===== src/rtl/clkdiv_asym_pkg.sv =====
package clkdiv_asym_pkg;
   typedef enum logic [1:0] {
      PH_ARM  = 2'd0,
      PH_HIGH = 2'd1,
      PH_LOW  = 2'd2
   } phase_e;
endpackage


===== src/rtl/clkdiv_asym_cnt.sv =====
module clkdiv_asym_cnt #(
   parameter int W = 5
) (
   input  logic         clk,
   input  logic         rst,
   input  logic         load,
   input  logic [W-1:0] load_val,
   output logic [W-1:0] cnt
);
   localparam logic [W-1:0] STEP = 1;

   // free-running decrement; wraps from zero to all ones
   always_ff @(posedge clk) begin
      if (rst)
         cnt <= '0;
      else if (load)
         cnt <= load_val;
      else
         cnt <= cnt - STEP;
   end
endmodule


===== src/rtl/clkdiv_asym_detect.sv =====
module clkdiv_asym_detect #(
   parameter int HI_W = 5,
   parameter int LO_W = 3
) (
   input  logic [HI_W-1:0] cnt,
   input  logic [LO_W-1:0] lo_q,
   output logic            is_zero,
   output logic            lo_done
);
   generate
      if (LO_W > HI_W) begin : g_width_bad
         $error("clkdiv_asym_detect: LO_W must not exceed HI_W");
      end
      if (LO_W < 1) begin : g_lo_bad
         $error("clkdiv_asym_detect: LO_W must be at least 1");
      end
   endgenerate

   assign is_zero = (cnt == '0);
   // the low phase ends on a match with the inverted setting
   assign lo_done = (cnt[LO_W-1:0] == ~lo_q);
endmodule


===== src/rtl/clkdiv_asym_fsm.sv =====
module clkdiv_asym_fsm
   import clkdiv_asym_pkg::*;
(
   input  logic clk,
   input  logic rst,
   input  logic is_zero,
   input  logic lo_done,
   output logic start,
   output logic div_clk,
   output logic div_rise
);
   phase_e ph_q;
   phase_e ph_d;

   always_comb begin
      start = 1'b0;
      ph_d  = ph_q;
      unique case (ph_q)
         PH_ARM: begin
            start = 1'b1;
            ph_d  = PH_HIGH;
         end
         PH_HIGH: begin
            if (is_zero) ph_d = PH_LOW;
         end
         PH_LOW: begin
            if (lo_done) begin
               start = 1'b1;
               ph_d  = PH_HIGH;
            end
         end
         default: ph_d = PH_ARM;
      endcase
   end

   always_ff @(posedge clk) begin
      if (rst) begin
         ph_q     <= PH_ARM;
         div_clk  <= 1'b0;
         div_rise <= 1'b0;
      end else begin
         ph_q     <= ph_d;
         div_clk  <= (ph_d == PH_HIGH);
         div_rise <= start;
      end
   end
endmodule


===== src/rtl/clkdiv_asym.sv =====
module clkdiv_asym #(
   parameter int HI_W = 5,
   parameter int LO_W = 3
) (
   input  logic            clk,
   input  logic            rst,
   input  logic [HI_W-1:0] hi_set,
   input  logic [LO_W-1:0] lo_set,
   input  logic            compat_add,
   output logic            div_clk,
   output logic            div_rise
);
   logic [HI_W-1:0] cnt;
   logic [LO_W-1:0] lo_q;
   logic            is_zero;
   logic            lo_done;
   logic            start;

   // low setting held for the whole period that begins at start
   always_ff @(posedge clk) begin
      if (rst)
         lo_q <= '0;
      else if (start)
         lo_q <= lo_set;
   end

   clkdiv_asym_cnt #(.W(HI_W)) u_cnt (
      .clk      (clk),
      .rst      (rst),
      .load     (start),
      .load_val (hi_set),
      .cnt      (cnt)
   );

   clkdiv_asym_detect #(.HI_W(HI_W), .LO_W(LO_W)) u_det (
      .cnt     (cnt),
      .lo_q    (lo_q),
      .is_zero (is_zero),
      .lo_done (lo_done)
   );

   clkdiv_asym_fsm u_fsm (
      .clk      (clk),
      .rst      (rst),
      .is_zero  (is_zero),
      .lo_done  (lo_done),
      .start    (start),
      .div_clk  (div_clk),
      .div_rise (div_rise)
   );
endmodule


===== config.mk =====
export PLATFORM = sky130hd
export DESIGN_NAME = clkdiv_asym
export DESIGN_NICKNAME = d
export VERILOG_FILES = /design/src/rtl/clkdiv_asym_pkg.sv /design/src/rtl/clkdiv_asym_cnt.sv /design/src/rtl/clkdiv_asym_detect.sv /design/src/rtl/clkdiv_asym_fsm.sv /design/src/rtl/clkdiv_asym.sv
export SDC_FILE = /design/constraint.sdc
export NUM_CORES = 1
export LEC_CHECK = 0
export BUFFER_PORTS_ARGS = -buffer_cell sky130_fd_sc_hd__buf_2
export CAP_MARGIN = 10
export CELL_PAD_IN_SITES_DETAIL_PLACEMENT = 1
export CELL_PAD_IN_SITES_GLOBAL_PLACEMENT = 2
export CORE_AREA = 2 2 46 48
export DETAILED_ROUTE_END_ITERATION = 10
export DIE_AREA = 0 0 48 50
export PLACE_DENSITY = 0.82
export RECOVER_POWER = 25
export SYNTH_ARGS = -nofsm -noshare
export SYNTH_HDL_FRONTEND = slang
export SYNTH_HIERARCHICAL = 1
export SYNTH_SLANG_ARGS = --single-unit

===== constraint.sdc =====
create_clock -name clk -period 1.9 [get_ports clk]
set_clock_uncertainty 0.1 [all_clocks]
set_input_delay 0.57 -clock clk [delete_from_list [all_inputs] [get_ports clk]]
set_output_delay 0.57 -clock clk [all_outputs]
set_load 0.1 [all_outputs]

# ---- Yosys cells after proc, flatten, opt, wreduce, memory -nomap -nowiden
# Cells that the tools add are included.
dict set report word_totals {
  ff_bits 12
  inputBits 11
  output_inout_bits 2
  word_cells 19
}
dict set report op_classes {
  add_sub_neg 1
  eq_ne 4
  mux 6
  bitwise 1
  n_reduce_logical 2
}
# cell count
set op_table {}
lappend op_table {{$pmux W2 S3} 1}
lappend op_table {{$logic_not A5 Y1} 1}
lappend op_table {{$mux W5} 1}
lappend op_table {{$sub A5 B1 Y5 const B} 1}
lappend op_table {{$eq A2 B1 Y1 const B} 2}
lappend op_table {{$mux W2} 2}
lappend op_table {{$eq A3 B3 Y1} 1}
lappend op_table {{$not A3 Y3} 1}
lappend op_table {{$eq A2 B2 Y1 const B} 1}
lappend op_table {{$logic_not A2 Y1} 1}
lappend op_table {{$pmux W1 S2} 1}
lappend op_table {{$mux W1} 1}

# ---- Longest topological paths before layout
dict set report depth {
  depth_word 5
  ltp_mapped 8
}

# ---- Modules after synthesis
# The synthesis kept the hierarchy.
# module n_inst cells_per_inst area_per_inst_um2 seq_area_each_um2
set modules_own_cells {}
lappend modules_own_cells {clkdiv_asym_cnt 1 28 245.2 100.1}
lappend modules_own_cells {clkdiv_asym_fsm 1 13 141.4 80.1}
lappend modules_own_cells {clkdiv_asym 1 9 101.3 60.1}
lappend modules_own_cells {clkdiv_asym_detect 1 6 42.5 0.0}

# ---- Least setup slack after synthesis
# No wires, ideal clock.
dict set report synth_timing {
  kind {reg2reg}
  from {register u_cnt.cnt[2]}
  to {register u_cnt.cnt[2]}
  setup_ps 114
  arrival_ps 1502
  setup_slack_ps 183
  stages_incl_launch_ff 8
  path_buffers 1
  period_less_slack_ps 1717
  path_cell_list {dfxtp_1 > xnor2_1 > nor3_1 > nor2b_1 > nor2_1 > buf_2 > mux2i_1 > nor2_1}
}
dict set report synth_between {
  elab_chain_len 4
  elab_cells_between_ends 5
}
# element line_no
set synth_rtl {}
lappend synth_rtl {{start, declared} clkdiv_asym_cnt.sv:8} ;# output logic [W-1:0] cnt
lappend synth_rtl {{start signal, assigned} clkdiv_asym_cnt.sv:17} ;# cnt <= load_val;
lappend synth_rtl {{start signal, assigned} clkdiv_asym_cnt.sv:19} ;# cnt <= cnt - STEP;
lappend synth_rtl {{$eq A3 B3 Y1} clkdiv_asym_detect.sv:21} ;# assign lo_done = (cnt[LO_W-1:0] == ~lo_q);
lappend synth_rtl {{via lo_done} clkdiv_asym.sv:16} ;# logic lo_done;
lappend synth_rtl {{$mux W1} clkdiv_asym_fsm.sv:27} ;# if (lo_done) begin
lappend synth_rtl {{$pmux W1 S2} clkdiv_asym_fsm.sv:18} ;# unique case (ph_q)
lappend synth_rtl {{via start} clkdiv_asym.sv:17} ;# logic start;
lappend synth_rtl {{$mux W5} clkdiv_asym_cnt.sv:16} ;# else if (load)
# The timed path passes the listed nets, and every way through them passes these cells.
# A chain may end at the register's enable or synchronous reset.

# ---- Worst setup path after layout
dict set report layout_timing {
  from {register u_fsm.div_clk}
  to {output port div_clk}
}
# element line_no
set layout_rtl {}
lappend layout_rtl {{start, declared} clkdiv_asym_fsm.sv:9} ;# output logic div_clk,
lappend layout_rtl {{start signal, assigned} clkdiv_asym_fsm.sv:43} ;# div_clk <= (ph_d == PH_HIGH);
lappend layout_rtl {{end, declared} clkdiv_asym.sv:10} ;# output logic div_clk,
# No word-level cell between the ends.

==> impl_metrics.csv <==
group,metric,value,unit
power,share_comb_of_total_power,0.488,
power,power.net_switching,550.5,µW
critical_path,cp-endpoint,"div_clk",
critical_path,critical_path_peak_fanout,1,
critical_path,ff2ff_setup_slack,0.27,ns
placement,placement.io_buffers,11,
sta,finalSetupTns,0,ns
placement,place_inst,95,
power,switching_share,0.4266,
routing,routed_wire_length_per_instance,10.59,µm
final_layout,n_antenna_cell,0,
global_route,grt.met1_usage,0.1214,
clock_tree,cts_htree_levels,1,
min_path,worstHoldPathType,"reg -> reg",
global_route,gr-max-usage-layer,"met2",
routing,dr.first_iter.drc_count,5,
power,share_clk_of_total_power,0.155,
floorplanning,num_io_pins,13,
clock_tree,cts.hold.buffers_added,0,
critical_path,critical_path.endpoint_type,"primary output",
critical_path,worst_ep_required_time,1.23,ns
sta,report.final.setup_viol,0,
placement,gp_congestion,0.6804,
sta,fmax,0.6007,GHz
routing,drt-vias-per-instance,4.364,
placement,dp_hpwl,821.7,µm
critical_path,cpMaxStageDelayCell,"buf_2",
global_route,antenna_found_initial,0,
critical_path,cp-start-kind,"flop",
global_route,grt_pass1_wl,1.821,mm
floorplanning,starting_density,0.2789,
run,max_cap_check_violation_count,0,
floorplanning,die_height,50,µm
routing,drc,0,
clock_tree,clock_network_latency_to_the_later_pin_of_the_worst_skew_pair,0.27,ns
clock_tree,clock_sinks,12,
routing,wl,1.048,mm
floorplanning,die_outline_area,2400,µm²
clock_tree,cts-root-to-sink-buffers,2,
clock_tree,clockRootBuffer,"clkbuf_4",
critical_path,critPathArrivalTime,0.99,ns
logic_synthesis,synthTopCellsByArea,"dfxtp_1 45%, mux2i_1 7.5%, nor2_1 7.1%, xnor2_1 5.0%, xor2_1 5.0%",
global_route,grt_start_max_net_pins,14,
outcome,run_status,"finished clean",
floorplanning,fp-row-count,16,
routing,dr_total_vias,432,
sta,period_share,0.8762,
power,internal_power,740.0,µW
logic_synthesis,syn_avg_cell_area,9.473,µm²
logic_synthesis,mappedNetlistArea,530.5,µm²
power,seq_pwr_share,0.357,
critical_path,cp_num_buf_inv,1,
critical_path,timing.reg2reg.worst_path_depth,7,
power,power.density,1921,nW/µm²
logic_synthesis,synth.yosys.warnings,6,
logic_synthesis,synthDistinctLibCells,20,
logic_synthesis,portion_of_the_post_synthesis_area_used_by_sequential_elements,0.4528,
final_layout,post_layout_nonfiller_instances,99,
routing,drt-pass1-iter-count,3,
critical_path,cp_cell_sequence,"buf_2",
final_layout,utilization,0.3533,
global_route,grt_overflow_total,0,
sta,final_period_minus_worst_setup_slack,1.665,ns
clock_tree,path_clk_slew,0.08,ns
clock_tree,number_of_setup_buffers_added_after_cts,0,
global_route,use_met3,0.06593,
logic_synthesis,synth.top_cell.area_share,0.4528,
clock_tree,tritoncts.num_buffers,3,
logic_synthesis,synth_top_cell_by_area,"dfxtp_1",
global_route,number_of_global_route_vias_before_repair,420,
critical_path,timing.rr.start,"u_cnt/cnt[0]",
critical_path,cp-startpoint,"u_fsm/div_clk",
global_route,global_route.usage.total,0.1075,
final_layout,area_growth,26.65,%
critical_path,critPathTopFamily,"buffers and inverters",
critical_path,path_class,"reg -> out",
floorplanning,area_of_the_core,1902,µm²
sta,grt_setup_unrepaired,"no",
logic_synthesis,synth.ff_latch_count,12,
critical_path,rr_endpoint,"lo_q[1]",
floorplanning,die_w,48,µm
clock_tree,cts-resized-gates,0,
sta,worst_pin_slew,0.4850,ns
sta,final-max-slew-violation-count,0,
critical_path,logic_depth_of_the_worst_setup_path_including_buffers,1,
global_route,grtUsageMet2,0.1733,
final_layout,layout-drive-gt1-share,0.3056,
power,p_leak,0.2976,nW
critical_path,cpPeakStageDelay,0.41,ns
clock_tree,tritoncts,"built",
final_layout,nets_final,85,
logic_synthesis,mappedNetlistNets,68,
sta,timing.final.hold_violations,0,
power,power.total,1.291,mW
sta,max-slew-margin-rel,0.6789,
logic_synthesis,syn_inst,56,
power,ir_drop,0.6819,mV
routing,route.antenna.remaining_nets,0,
==> worst min-delay path: stages (launching register included) <==
cell and delay, ns:
dfxtp_1 0.35, mux2i_1 0.07, nor2_1 0.07
==> worst min path at each step <==
stage | startpoint | endpoint | slack, ns | depth (start not counted)
after floorplan | u_fsm/ph_q[0] | u_fsm/div_rise | 0.38 | 1
after global placement | lo_q[1] | lo_q[1] | 0.40 | 2
after detailed placement | lo_q[0] | lo_q[0] | 0.42 | 2
after CTS | hi_set[2] | u_cnt/cnt[2] | 0.43 | 3
after global routing | lo_q[0] | lo_q[0] | 0.48 | 2
final | lo_q[0] | lo_q[0] | 0.43 | 2
==> kinds of logic (layout without fill, tap and decap cells) <==
kind of cell,count (synthesis),count (layout),synth area share
AND/OR/NAND/NOR,19,19,0.2005
flip-flops,12,12,0.4528
AO/OA/AOI/OAI,9,9,0.1108
XOR/XNOR,6,6,0.09907
buffers and inverters,5,21,0.03772
multiplexers,4,4,0.07547
adder cells (fa/ha/maj),1,1,0.02358
==> metal layers <==
metal / vias to the layer above / wire length (µm)
met5: - / 0
met4: 0 / 0
met3: 0 / 57
met2: 9 / 538
met1: 201 / 452
li1: 222 / -
==> power by group through the flow <==
stage                     Combinational, mW  Clock [mW]  Sequential [mW]
after global routing                  0.705       0.215            0.479
final                                 0.630       0.200            0.461
after floorplan                       0.371           0            0.576
after global placement                0.610           0            0.458
after CTS                             0.634       0.208            0.461
after detailed placement              0.632           0            0.465
==> cell type report <==
cell class	count	area [µm²]
fill	241	1230
multi-input combinational	39	275.3
sequential	12	241.5
timing repair buffer	13	70.07
clock buffer	4	36.28
tap	27	33.78
inverter	4	15.01
==> state kept, by name, indices dropped and copies added, names as in the netlist <==
signal,count
u_fsm/div_rise,1
u_fsm/div_clk,1
u_cnt/cnt,5
lo_q,3
u_fsm/ph_q,2
==> cells in the final DEF, fill, tap and decap left out <==
| master | instances |
|---|---|
| xnor2_1 | 3 |
| nor3_2 | 2 |
| dfxtp_1 | 11 |
| buf_2 | 11 |
| xor2_1 | 3 |
| mux2i_1 | 4 |
| or3_1 | 1 |
| inv_1 | 4 |
| a21oi_1 | 4 |
| nor3_1 | 1 |
| clkbuf_4 | 3 |
| o31ai_1 | 2 |
| dfxtp_2 | 1 |
| or3b_1 | 1 |
| buf_4 | 2 |
| nor2_1 | 10 |
| clkbuf_8 | 1 |
| or4_1 | 1 |
| nor2b_1 | 1 |
| ha_1 | 1 |
| nand3b_1 | 1 |
| nor3b_2 | 1 |
| a21oi_2 | 1 |
| o21a_1 | 2 |
==> synth_stat cells, drive strengths merged <==
cell type and instances:
xor2 3, ha 1, mux2i 4, nand3b 1, a21oi 5, or3b 1
buf 1, nor2b 1, nor3b 1, nor3 3, xnor2 3, or3 1
nor2 10, or4 1, o21a 2, dfxtp 12, o31ai 2, inv 4
==> per-stage QoR <==
step	hold slack, ns	worst slack, ns	area (µm²)
CTS	0.4348	0.1664	665.6
floorplan	0.3781	0.1832	530.5
detailed placement	0.4199	0.1979	629.4
finish	0.4253	0.2353	671.9
global route	0.4768	0.05378	671.9
global placement	0.4015	0.2411	629.4
Note: power is estimated with default switching activity, not from simulation.
